==> src/rtl/sio_cfg_pkg.sv <==
package sio_cfg_pkg;

  localparam logic [7:0] REG_CTRL   = 8'h02;
  localparam logic [7:0] REG_LDN    = 8'h07;
  localparam logic [7:0] REG_ID_HI  = 8'h20;
  localparam logic [7:0] REG_ID_LO  = 8'h21;
  localparam logic [7:0] REG_VEN_HI = 8'h23;
  localparam logic [7:0] REG_VEN_LO = 8'h24;
  localparam logic [5:0] REG_WIN_Q  = 6'h18;  // 0x60..0x63 >> 2
  localparam logic [7:0] EXIT_SHORT = 8'hAA;
  localparam logic [7:0] EXIT_LONG  = 8'h02;
  localparam logic [7:0] NO_DATA    = 8'hFF;

  typedef enum int {KEY_SHORT = 0, KEY_LONG = 1} key_style_e;

  function automatic int key_len(input int style);
    return (style == KEY_SHORT) ? 2 : 4;
  endfunction

  function automatic logic [7:0] key_byte(input int style, input logic [1:0] step);
    if (style == KEY_SHORT) return 8'h87;
    case (step)
      2'd0:    return 8'h87;
      2'd1:    return 8'h01;
      default: return 8'h55;
    endcase
  endfunction

  // Byte sel of a device's reset base word: sel[1] picks secondary, sel[0] picks low byte.
  function automatic logic [7:0] base_byte(input logic [15:0] pri, input logic [15:0] sec,
                                            input int stride, input int dev, input int sel);
    logic [15:0] w;
    w = ((sel & 2) != 0 ? sec : pri) + 16'(dev * stride);
    return ((sel & 1) != 0) ? w[7:0] : w[15:8];
  endfunction

endpackage

==> src/rtl/sio_key_seq.sv <==
module sio_key_seq
  import sio_cfg_pkg::*;
#(
  parameter int KEY_STYLE = 0,
  parameter bit ENABLE    = 1'b1
) (
  input  logic       clk,
  input  logic       rst,
  input  logic       key_wr,
  input  logic [7:0] key_data,
  input  logic       exit_req,
  output logic       mode
);
  localparam int KLEN = key_len(KEY_STYLE);
  localparam logic [1:0] LAST = 2'(KLEN - 1);

  logic [1:0] step;
  logic       hit;

  assign hit = (key_data == key_byte(KEY_STYLE, step));

  always_ff @(posedge clk) begin
    if (rst) begin
      mode <= 1'b0;
      step <= 2'd0;
    end else if (exit_req) begin
      mode <= 1'b0;
      step <= 2'd0;
    end else if (key_wr && ENABLE) begin
      if (hit) begin
        if (step == LAST) begin
          mode <= 1'b1;
          step <= 2'd0;
        end else begin
          step <= step + 2'd1;
        end
      end else begin
        step <= (key_data == key_byte(KEY_STYLE, 2'd0)) ? 2'd1 : 2'd0;
      end
    end
  end
endmodule

==> src/rtl/sio_ldev_bank.sv <==
module sio_ldev_bank
  import sio_cfg_pkg::*;
#(
  parameter int          NUM_LDEV   = 4,
  parameter logic [15:0] PRI_BASE   = 16'h0290,
  parameter logic [15:0] SEC_BASE   = 16'h0800,
  parameter int          DEV_STRIDE = 16
) (
  input  logic       clk,
  input  logic       rst,
  input  logic       we,
  input  logic [7:0] ldn,
  input  logic [1:0] sel,
  input  logic [7:0] wdata,
  output logic [7:0] rbyte
);
  localparam int SLOTS = NUM_LDEV * 4;
  localparam int AW    = $clog2(SLOTS);

  logic [7:0]    mem [SLOTS];
  logic          dev_ok;
  logic [AW-1:0] slot;

  assign dev_ok = (int'(ldn) < NUM_LDEV);
  assign slot   = AW'({ldn, sel});
  assign rbyte  = dev_ok ? mem[slot] : NO_DATA;

  always_ff @(posedge clk) begin
    if (rst) begin
      for (int i = 0; i < SLOTS; i++)
        mem[i] <= base_byte(PRI_BASE, SEC_BASE, DEV_STRIDE, i / 4, i % 4);
    end else if (we && dev_ok) begin
      mem[slot] <= wdata;
    end
  end
endmodule

==> src/rtl/sio_cfg_port.sv <==
module sio_cfg_port
  import sio_cfg_pkg::*;
#(
  parameter int          ADDR_W    = 16,
  parameter bit          ALT_PORT  = 1'b0,
  parameter int          KEY_STYLE = 0,
  parameter int          NUM_LDEV  = 4,
  parameter logic [15:0] CHIP_ID   = 16'hC560,
  parameter logic [15:0] VENDOR_ID = 16'h5A3C,
  parameter logic [15:0] PRI_BASE  = 16'h0290,
  parameter logic [15:0] SEC_BASE  = 16'h0800
) (
  input  logic              clk,
  input  logic              rst,
  input  logic [ADDR_W-1:0] bus_addr,
  input  logic              bus_wr,
  input  logic              bus_rd,
  input  logic [7:0]        bus_wdata,
  output logic [7:0]        bus_rdata,
  output logic              cfg_mode
);
  localparam logic [ADDR_W-1:0] IDX_ADDR = ALT_PORT ? ADDR_W'(16'h004E) : ADDR_W'(16'h002E);
  localparam logic [ADDR_W-1:0] DAT_ADDR = IDX_ADDR + ADDR_W'(1);
  localparam bit KEY_OK = !((KEY_STYLE == KEY_LONG) && ALT_PORT);

  logic       idx_hit, dat_hit, exit_req, key_wr, win_sel;
  logic [7:0] cfg_index, ldn_q, win_byte, rd_val;

  assign idx_hit = (bus_addr == IDX_ADDR);
  assign dat_hit = (bus_addr == DAT_ADDR);
  assign key_wr  = bus_wr && idx_hit && !cfg_mode;
  assign win_sel = (cfg_index[7:2] == REG_WIN_Q);

  generate
    if (KEY_STYLE == KEY_SHORT) begin : g_exit_short
      assign exit_req = cfg_mode && bus_wr && idx_hit && (bus_wdata == EXIT_SHORT);
    end else begin : g_exit_long
      assign exit_req = cfg_mode && bus_wr && dat_hit && (cfg_index == REG_CTRL) &&
                        (bus_wdata == EXIT_LONG);
    end
  endgenerate

  sio_key_seq #(.KEY_STYLE(KEY_STYLE), .ENABLE(KEY_OK)) u_key (
    .clk(clk), .rst(rst), .key_wr(key_wr), .key_data(bus_wdata),
    .exit_req(exit_req), .mode(cfg_mode)
  );

  sio_ldev_bank #(.NUM_LDEV(NUM_LDEV), .PRI_BASE(PRI_BASE), .SEC_BASE(SEC_BASE),
                  .DEV_STRIDE(16)) u_bank (
    .clk(clk), .rst(rst),
    .we(cfg_mode && bus_wr && dat_hit && win_sel),
    .ldn(ldn_q), .sel(cfg_index[1:0]), .wdata(bus_wdata), .rbyte(win_byte)
  );

  always_ff @(posedge clk) begin
    if (rst) begin
      cfg_index <= 8'h00;
      ldn_q     <= 8'h00;
    end else if (cfg_mode && bus_wr) begin
      if (idx_hit && !exit_req) cfg_index <= bus_wdata;
      if (dat_hit && cfg_index == REG_LDN) ldn_q <= bus_wdata;
    end
  end

  always_comb begin
    rd_val = NO_DATA;
    if (cfg_mode) begin
      if (idx_hit) rd_val = cfg_index;
      else if (win_sel) rd_val = win_byte;
      else begin
        case (cfg_index)
          REG_LDN:    rd_val = ldn_q;
          REG_ID_HI:  rd_val = CHIP_ID[15:8];
          REG_ID_LO:  rd_val = CHIP_ID[7:0];
          REG_VEN_HI: rd_val = (KEY_STYLE == KEY_SHORT) ? VENDOR_ID[15:8] : NO_DATA;
          REG_VEN_LO: rd_val = (KEY_STYLE == KEY_SHORT) ? VENDOR_ID[7:0] : NO_DATA;
          default:    rd_val = NO_DATA;
        endcase
      end
    end
  end

  always_ff @(posedge clk) begin
    if (rst) bus_rdata <= NO_DATA;
    else if (bus_rd && (idx_hit || dat_hit)) bus_rdata <= rd_val;
  end
endmodule

==> config.mk <==
export PLATFORM = sky130hd
export DESIGN_NAME = sio_cfg_port
export DESIGN_NICKNAME = d
export VERILOG_FILES = /design/src/rtl/sio_cfg_pkg.sv /design/src/rtl/sio_key_seq.sv /design/src/rtl/sio_ldev_bank.sv /design/src/rtl/sio_cfg_port.sv
export SDC_FILE = /design/constraint.sdc
export NUM_CORES = 1
export LEC_CHECK = 0
export ABC_CLOCK_PERIOD_IN_PS = 3010
export CORE_MARGIN = 2
export CORE_UTILIZATION = 40
export CTS_BUF_LIST = sky130_fd_sc_hd__clkbuf_16
export DETAILED_ROUTE_END_ITERATION = 8
export PLACE_DENSITY = 0.53
export SLEW_MARGIN = 15
export SYNTH_ARGS = -nofsm -noshare
export SYNTH_HDL_FRONTEND = slang
export SYNTH_SLANG_ARGS = --single-unit
==> constraint.sdc <==
create_clock -name clk -period 3.01 [get_ports clk]
set_input_delay 0.4515 -clock clk [delete_from_list [all_inputs] [get_ports clk]]
set_output_delay 0.4515 -clock clk [all_outputs]
set_load 0.1 [all_outputs]
# ---- Word-level counts from Yosys, hierarchy flattened
# Memories as Yosys holds them, arrays and structs flattened.
# Cells that the tools add are included.
dict set report classes {
  addsub 1
  n_lt_le_gt_ge 1
  eq_ne 11
  muxes 15
  n_reduce_logical 19
}
# cell n
set op_table {}
lappend op_table {{two-way mux 8 bit} 5}
lappend op_table {{case mux 8 bit (5 select lines)} 1}
lappend op_table {{== test 16 x 6 -> 1 bit, second input constant} 2}
lappend op_table {{== test 8 x 6 -> 1 bit, second input constant} 4}
lappend op_table {{== test 8 bit, second input constant} 2}
lappend op_table {{logical AND 1 bit} 11}
lappend op_table {{== test 8 x 3 -> 1 bit, second input constant} 1}
lappend op_table {{less-than comparator 8 x 3 -> 1 bit, second input constant} 1}
lappend op_table {{OR reduction 8 bit} 1}
lappend op_table {{== test 6 x 5 -> 1 bit, second input constant} 1}
lappend op_table {{two-way mux 1 bit} 6}
lappend op_table {{two-way mux 2 bit} 2}
lappend op_table {{two-way mux 4 bit} 1}
lappend op_table {{AND reduction 2 bit} 2}
lappend op_table {{AND reduction 3 bit} 1}
lappend op_table {{adder 2 x 1 -> 2 bit, second input constant} 1}
lappend op_table {{== test 2 x 1 -> 1 bit, second input constant} 1}
lappend op_table {{zero test 1 bit} 2}
lappend op_table {{OR reduction 2 bit} 1}
lappend op_table {{logical OR 1 bit} 1}
dict set report word_totals {
  reg_bits 27
  mem_bits_rw 128
  in_bits 28
  out_inout_bits 9
  wordCells 53
  memories 1
}
# name depth word_bits read_ports rd_clocked_by_memory_dff write_ports line
set memory_table {}
lappend memory_table {u_bank.mem 16 8 1 0 16 sio_ldev_bank.sv:20} ;# logic [7:0] mem [SLOTS];

# ---- Logic depth before layout (Yosys ltp)
dict set report depth {
  ltp_word 9
  mapped_depth 10
  ltp_nobuf 5
}

# ---- Cells and area by module
# Synthesis repeated with hierarchy kept, for this count alone.
dict set report hier_totals {
  hier_cells 605
  area_unflattened_um2 7741.2
}
# module n_inst cells_each area_each_um2 seq_area_each_um2
set modules_own_cells {}
lappend modules_own_cells {sio_ldev_bank 1 434 6241.0 3843.7}
lappend modules_own_cells {sio_cfg_port 1 155 1350.0 480.5}
lappend modules_own_cells {sio_key_seq 1 16 150.1 60.1}

# ---- Worst setup path after synthesis
# Ideal clock, no wire load.
dict set report synth_timing {
  path_type {flip-flop to flip-flop}
  startpoint {register u_key.mode}
  endpoint {memory u_bank.mem[1][0] (enable)}
  setup_time_ns 0.329
  t_arrival_ns 2.459
  required_time_ns 2.681
  setup_slack_ns 0.222
  path_stages_with_launch 7
  path_buffers 2
  period_less_slack_ns 2.788
  path_cell_list {dfxtp_1 nand4_1 or4_4 buf_6 buf_12 nor3_4 or2_1}
}
# item line
set synth_lines {}
lappend synth_lines {{start: declaration} sio_key_seq.sv:12} ;# output logic mode
lappend synth_lines {{start signal: assignment} sio_key_seq.sv:24} ;# mode <= 1'b0;
lappend synth_lines {{start signal: assignment} sio_key_seq.sv:27} ;# mode <= 1'b0;
lappend synth_lines {{start signal: assignment} sio_key_seq.sv:32} ;# mode <= 1'b1;
lappend synth_lines {{end: declaration} sio_ldev_bank.sv:20}

==> Implementation_results.wiki <==
{| class="wikitable"
! Metric !! Value
|-
| Total routing resource utilization after global routing || 20.9%
|-
| Element type at the critical path start || flip-flop
|-
| Syn_nets || 608
|-
| Maximum clock rate || 0.381 GHz
|-
| Die outline height || 144 µm
|-
| Port-buffer cells || 36
|-
| Root buffer cell || sky130_fd_sc_hd__clkbuf_16
|-
| Switching power total || 0.00105 W
|-
| Top flip-flop cell by instance count after synthesis || sky130_fd_sc_hd__edfxtp_1
|-
| Start-to-end type of the worst setup path || reg -> reg
|-
| Yosys warning count || 0
|-
| Sequential share of the synthesized area || 56.3%
|-
| Largest net degree at the start of global routing || 40
|-
| Vias after detailed routing || 4,996
|-
| Clock buffers created by TritonCTS || 17
|-
| Most frequent standard cell in the layout excluding fill and tap cells || sky130_fd_sc_hd__edfxtp_1
|-
| Share of synthesized flip-flops with an asynchronous set or reset || 0%
|-
| Distinct cell type count of the synthesized netlist || 64
|-
| Number of cells in the finished layout apart from fillers || 925
|-
| Final sum of negative setup slack || 0 ns
|-
| Run status || completed
|-
| Portion of total power attributed to combinational logic || 4.8%
|-
| Max transition margin || 45.3%
|-
| Yosys reg bits || 155
|-
| Commonest non-fill, non-tap cells in the layout || 128 x sky130_fd_sc_hd__edfxtp_1, 109 x sky130_fd_sc_hd__and2_1, 61 x sky130_fd_sc_hd__buf_4
|-
| Pint || 0.00364 W
|-
| Remaining antenna violation count after routing || 0
|-
| Sequential fraction of design power || 51.9%
|-
| Power per Cell Area || 507 mW/mm²
|-
| Final Core Density || 48.0%
|-
| Detailed-routing iteration count for the pre-antenna-repair pass || 5
|-
| Vias in the first global route || 5,060
|-
| Antenna Diode Count || 0
|-
| Count of H-tree levels built during CTS || 4
|-
| Critical path endpoint category || flip-flop
|-
| Total half-perimeter wirelength after legalization and detailed placement || 14,300 µm
|-
| Ratio of cells with drive above 1 in the final layout || 23.9%
|-
| Number of DRC markers after the initial detailed-route iteration || 375
|-
| Routed length per placed instance || 22.3 µm
|-
| Post-CTS resize count || 0
|-
| Data required time at the worst endpoint || 3.10 ns
|-
| Setup skew after layout || 0.0109 ns
|-
| Synthesis-to-finish area growth || 18.7%
|-
| Slew at the pin with the worst max-slew slack || 0.799 ns
|-
| Number of primary I/O pins || 37
|-
| Final-report setup violation count || 0
|-
| Final wirelength || 20,600 µm
|-
| Relative contribution of the clock network to total power || 43.2%
|-
| Starting utilization of the core area || 40.4%
|-
| Max FO, Critical Path || 16
|-
| Die Area || 0.0206 mm²
|-
| Combined area of all synthesized cells || 0.00779 mm²
|-
| Fin crit period || 2.62 ns
|-
| Final Net Count || 675
|-
| Hold buffer count at CTS || 0
|-
| Final Hold Viols || 0
|-
| Gate Count Post-Synth || 580
|-
| LEAKAGE || 3.24 nW
|-
| Antenna violations before repair || 0
|-
| Clk buf depth || 2
|-
| Global-route wire length before repair || 30,900 µm
|-
| Global route overflow || 0
|-
| Largest voltage drop on the vdd net || 0.306 mV
|-
| Clock tree from TritonCTS || done
|-
| Die Wd || 144 µm
|-
| Average vias per placed instance || 5.40
|-
| Count of flip-flops with a built-in enable after synthesis || 128
|-
| # placed instances || 893
|-
| Remaining design rule violation count || 0
|-
| Post-CTS Setup Repair Bufs || 0
|-
| Max-cap check violation count || 0
|-
| Routability-driven placement congestion ratio || 0.841
|-
| Part of the cycle the worst path needs || 87.2%
|-
| TritonCTS sink count || 155
|-
| Arrival time at the worst endpoint || 2.71 ns
|-
| Cell row count || 51
|-
| Max Transition Viols Final || 0
|-
| Mean Syn Cell Area || 13.4 µm²
|-
| Path class of the lowest-slack min-delay path || reg -> reg
|-
| Core area || 0.0193 mm²
|-
| Clock Latency Late Sink || 0.43 ns
|-
| Share of total power consumed by net switching || 22.4%
|-
| Setup repair after global routing missed its margin || false
|-
| Clock slew at reported path FFs || 0.07 ns
|-
| Filler cells || 1,726
|}
power by group through the flow:
stage / Sequential (W) / Combinational, W / Clock (W)
after global routing: 0.00244 / 0.000241 / 0.00213
after global placement: 0.00248 / 0.000225 / 0
final: 0.00243 / 0.000227 / 0.00203
after CTS: 0.00243 / 0.000229 / 0.00205
after floorplan: 0.00246 / 0.000107 / 0
after detailed placement: 0.00248 / 0.000228 / 0
routing by layer:
layer  GRT usage, %  wire, µm
met3           4.07       875
met5              0         0
met2           34.1      9830
met4           10.6       827
met1           26.7      9090
state kept, by name, indices dropped and copies added (netlist names):
signal      count
bus_rdata       8
u_key.step      2
ldn_q           8
u_key.mode      1
u_bank.mem    128
cfg_index       8
Yosys cell counts (4+ instances only):
master	number	area, µm²
sky130_fd_sc_hd__mux4_2	30	676
sky130_fd_sc_hd__and4_1	4	35.0
sky130_fd_sc_hd__mux2_2	7	78.8
sky130_fd_sc_hd__nor2b_1	7	43.8
sky130_fd_sc_hd__or2_1	13	81.3
sky130_fd_sc_hd__nor4_4	5	106
sky130_fd_sc_hd__buf_1	4	15.0
sky130_fd_sc_hd__a211oi_1	4	30.0
sky130_fd_sc_hd__nand2b_1	29	181
sky130_fd_sc_hd__a21oi_1	12	60.1
sky130_fd_sc_hd__or2_2	4	25.0
sky130_fd_sc_hd__edfxtp_1	128	3840
sky130_fd_sc_hd__nor2_1	22	82.6
sky130_fd_sc_hd__nor3_1	7	35.0
sky130_fd_sc_hd__nor4_1	6	37.5
sky130_fd_sc_hd__nand4_1	8	50.1
sky130_fd_sc_hd__nand3_1	7	35.0
sky130_fd_sc_hd__or3_1	4	25.0
sky130_fd_sc_hd__o21ai_0	4	20.0
sky130_fd_sc_hd__clkbuf_1	27	101
sky130_fd_sc_hd__buf_2	6	30.0
sky130_fd_sc_hd__nand2_1	14	52.6
sky130_fd_sc_hd__dfxtp_1	27	541
sky130_fd_sc_hd__and2_1	109	682
sky130_fd_sc_hd__mux2i_1	21	210
sky130_fd_sc_hd__nor3_4	10	163
path summary, 6_finish.rpt:
check / startpoint / end / slack [ns] / cells past startpoint
worst max-delay path: cfg_index[7] / u_bank.mem[0][6] / 0.39 / 6
worst min-delay path: u_key.step[1] / u_key.step[1] / 0.47 / 1
worst max register to register: cfg_index[7] / u_bank.mem[0][6] / 0.39 / 6
worst min register to register: u_key.step[1] / u_key.step[1] / 0.47 / 1
through the flow:
step | hold slack (ns) | area, µm² | setup WS, ns | power (W)
finish | 0.467 | 9240 | 0.386 | 0.00469
global route | 0.512 | 9240 | 0.148 | 0.00481
CTS | 0.475 | 9240 | 0.417 | 0.00471
detailed placement | 0.455 | 8690 | 0.00148 | 0.00271
global placement | 0.446 | 8690 | 0.0513 | 0.00270
floorplan | 0.431 | 7790 | 0.222 | 0.00256
layout make-up:
class	count	area (µm²)	area share, %
sequential	155	4390	47.5
multi-input combinational	380	3190	34.5
timing repair buffer	90	768	8.31
clock buffer	17	425	4.60
tap	265	332	3.59
clock inverter	15	126	1.37
inverter	3	11.3	0.122
critical path, cell delays in order (launching register included):
cell and delay, ns:
sky130_fd_sc_hd__dfxtp_1 0.34, sky130_fd_sc_hd__nor3_1 0.35, sky130_fd_sc_hd__nand4_2 0.22, sky130_fd_sc_hd__or4_4 0.57, sky130_fd_sc_hd__buf_12 0.19, sky130_fd_sc_hd__nor4_4 0.25
sky130_fd_sc_hd__or2_1 0.36
cell families (layout without fill, tap and decap cells):
| kind of cell | after synthesis | in the layout | synth area share (%) |
|---|---|---|---|
| buffers and inverters | 45 | 125 | 2.71 |
| multiplexers | 58 | 58 | 12.4 |
| AND/OR/NAND/NOR | 275 | 275 | 24.4 |
| flip-flops | 155 | 155 | 56.3 |
| AO/OA/AOI/OAI | 47 | 47 | 4.23 |
Power figures use the tool's default switching activity.
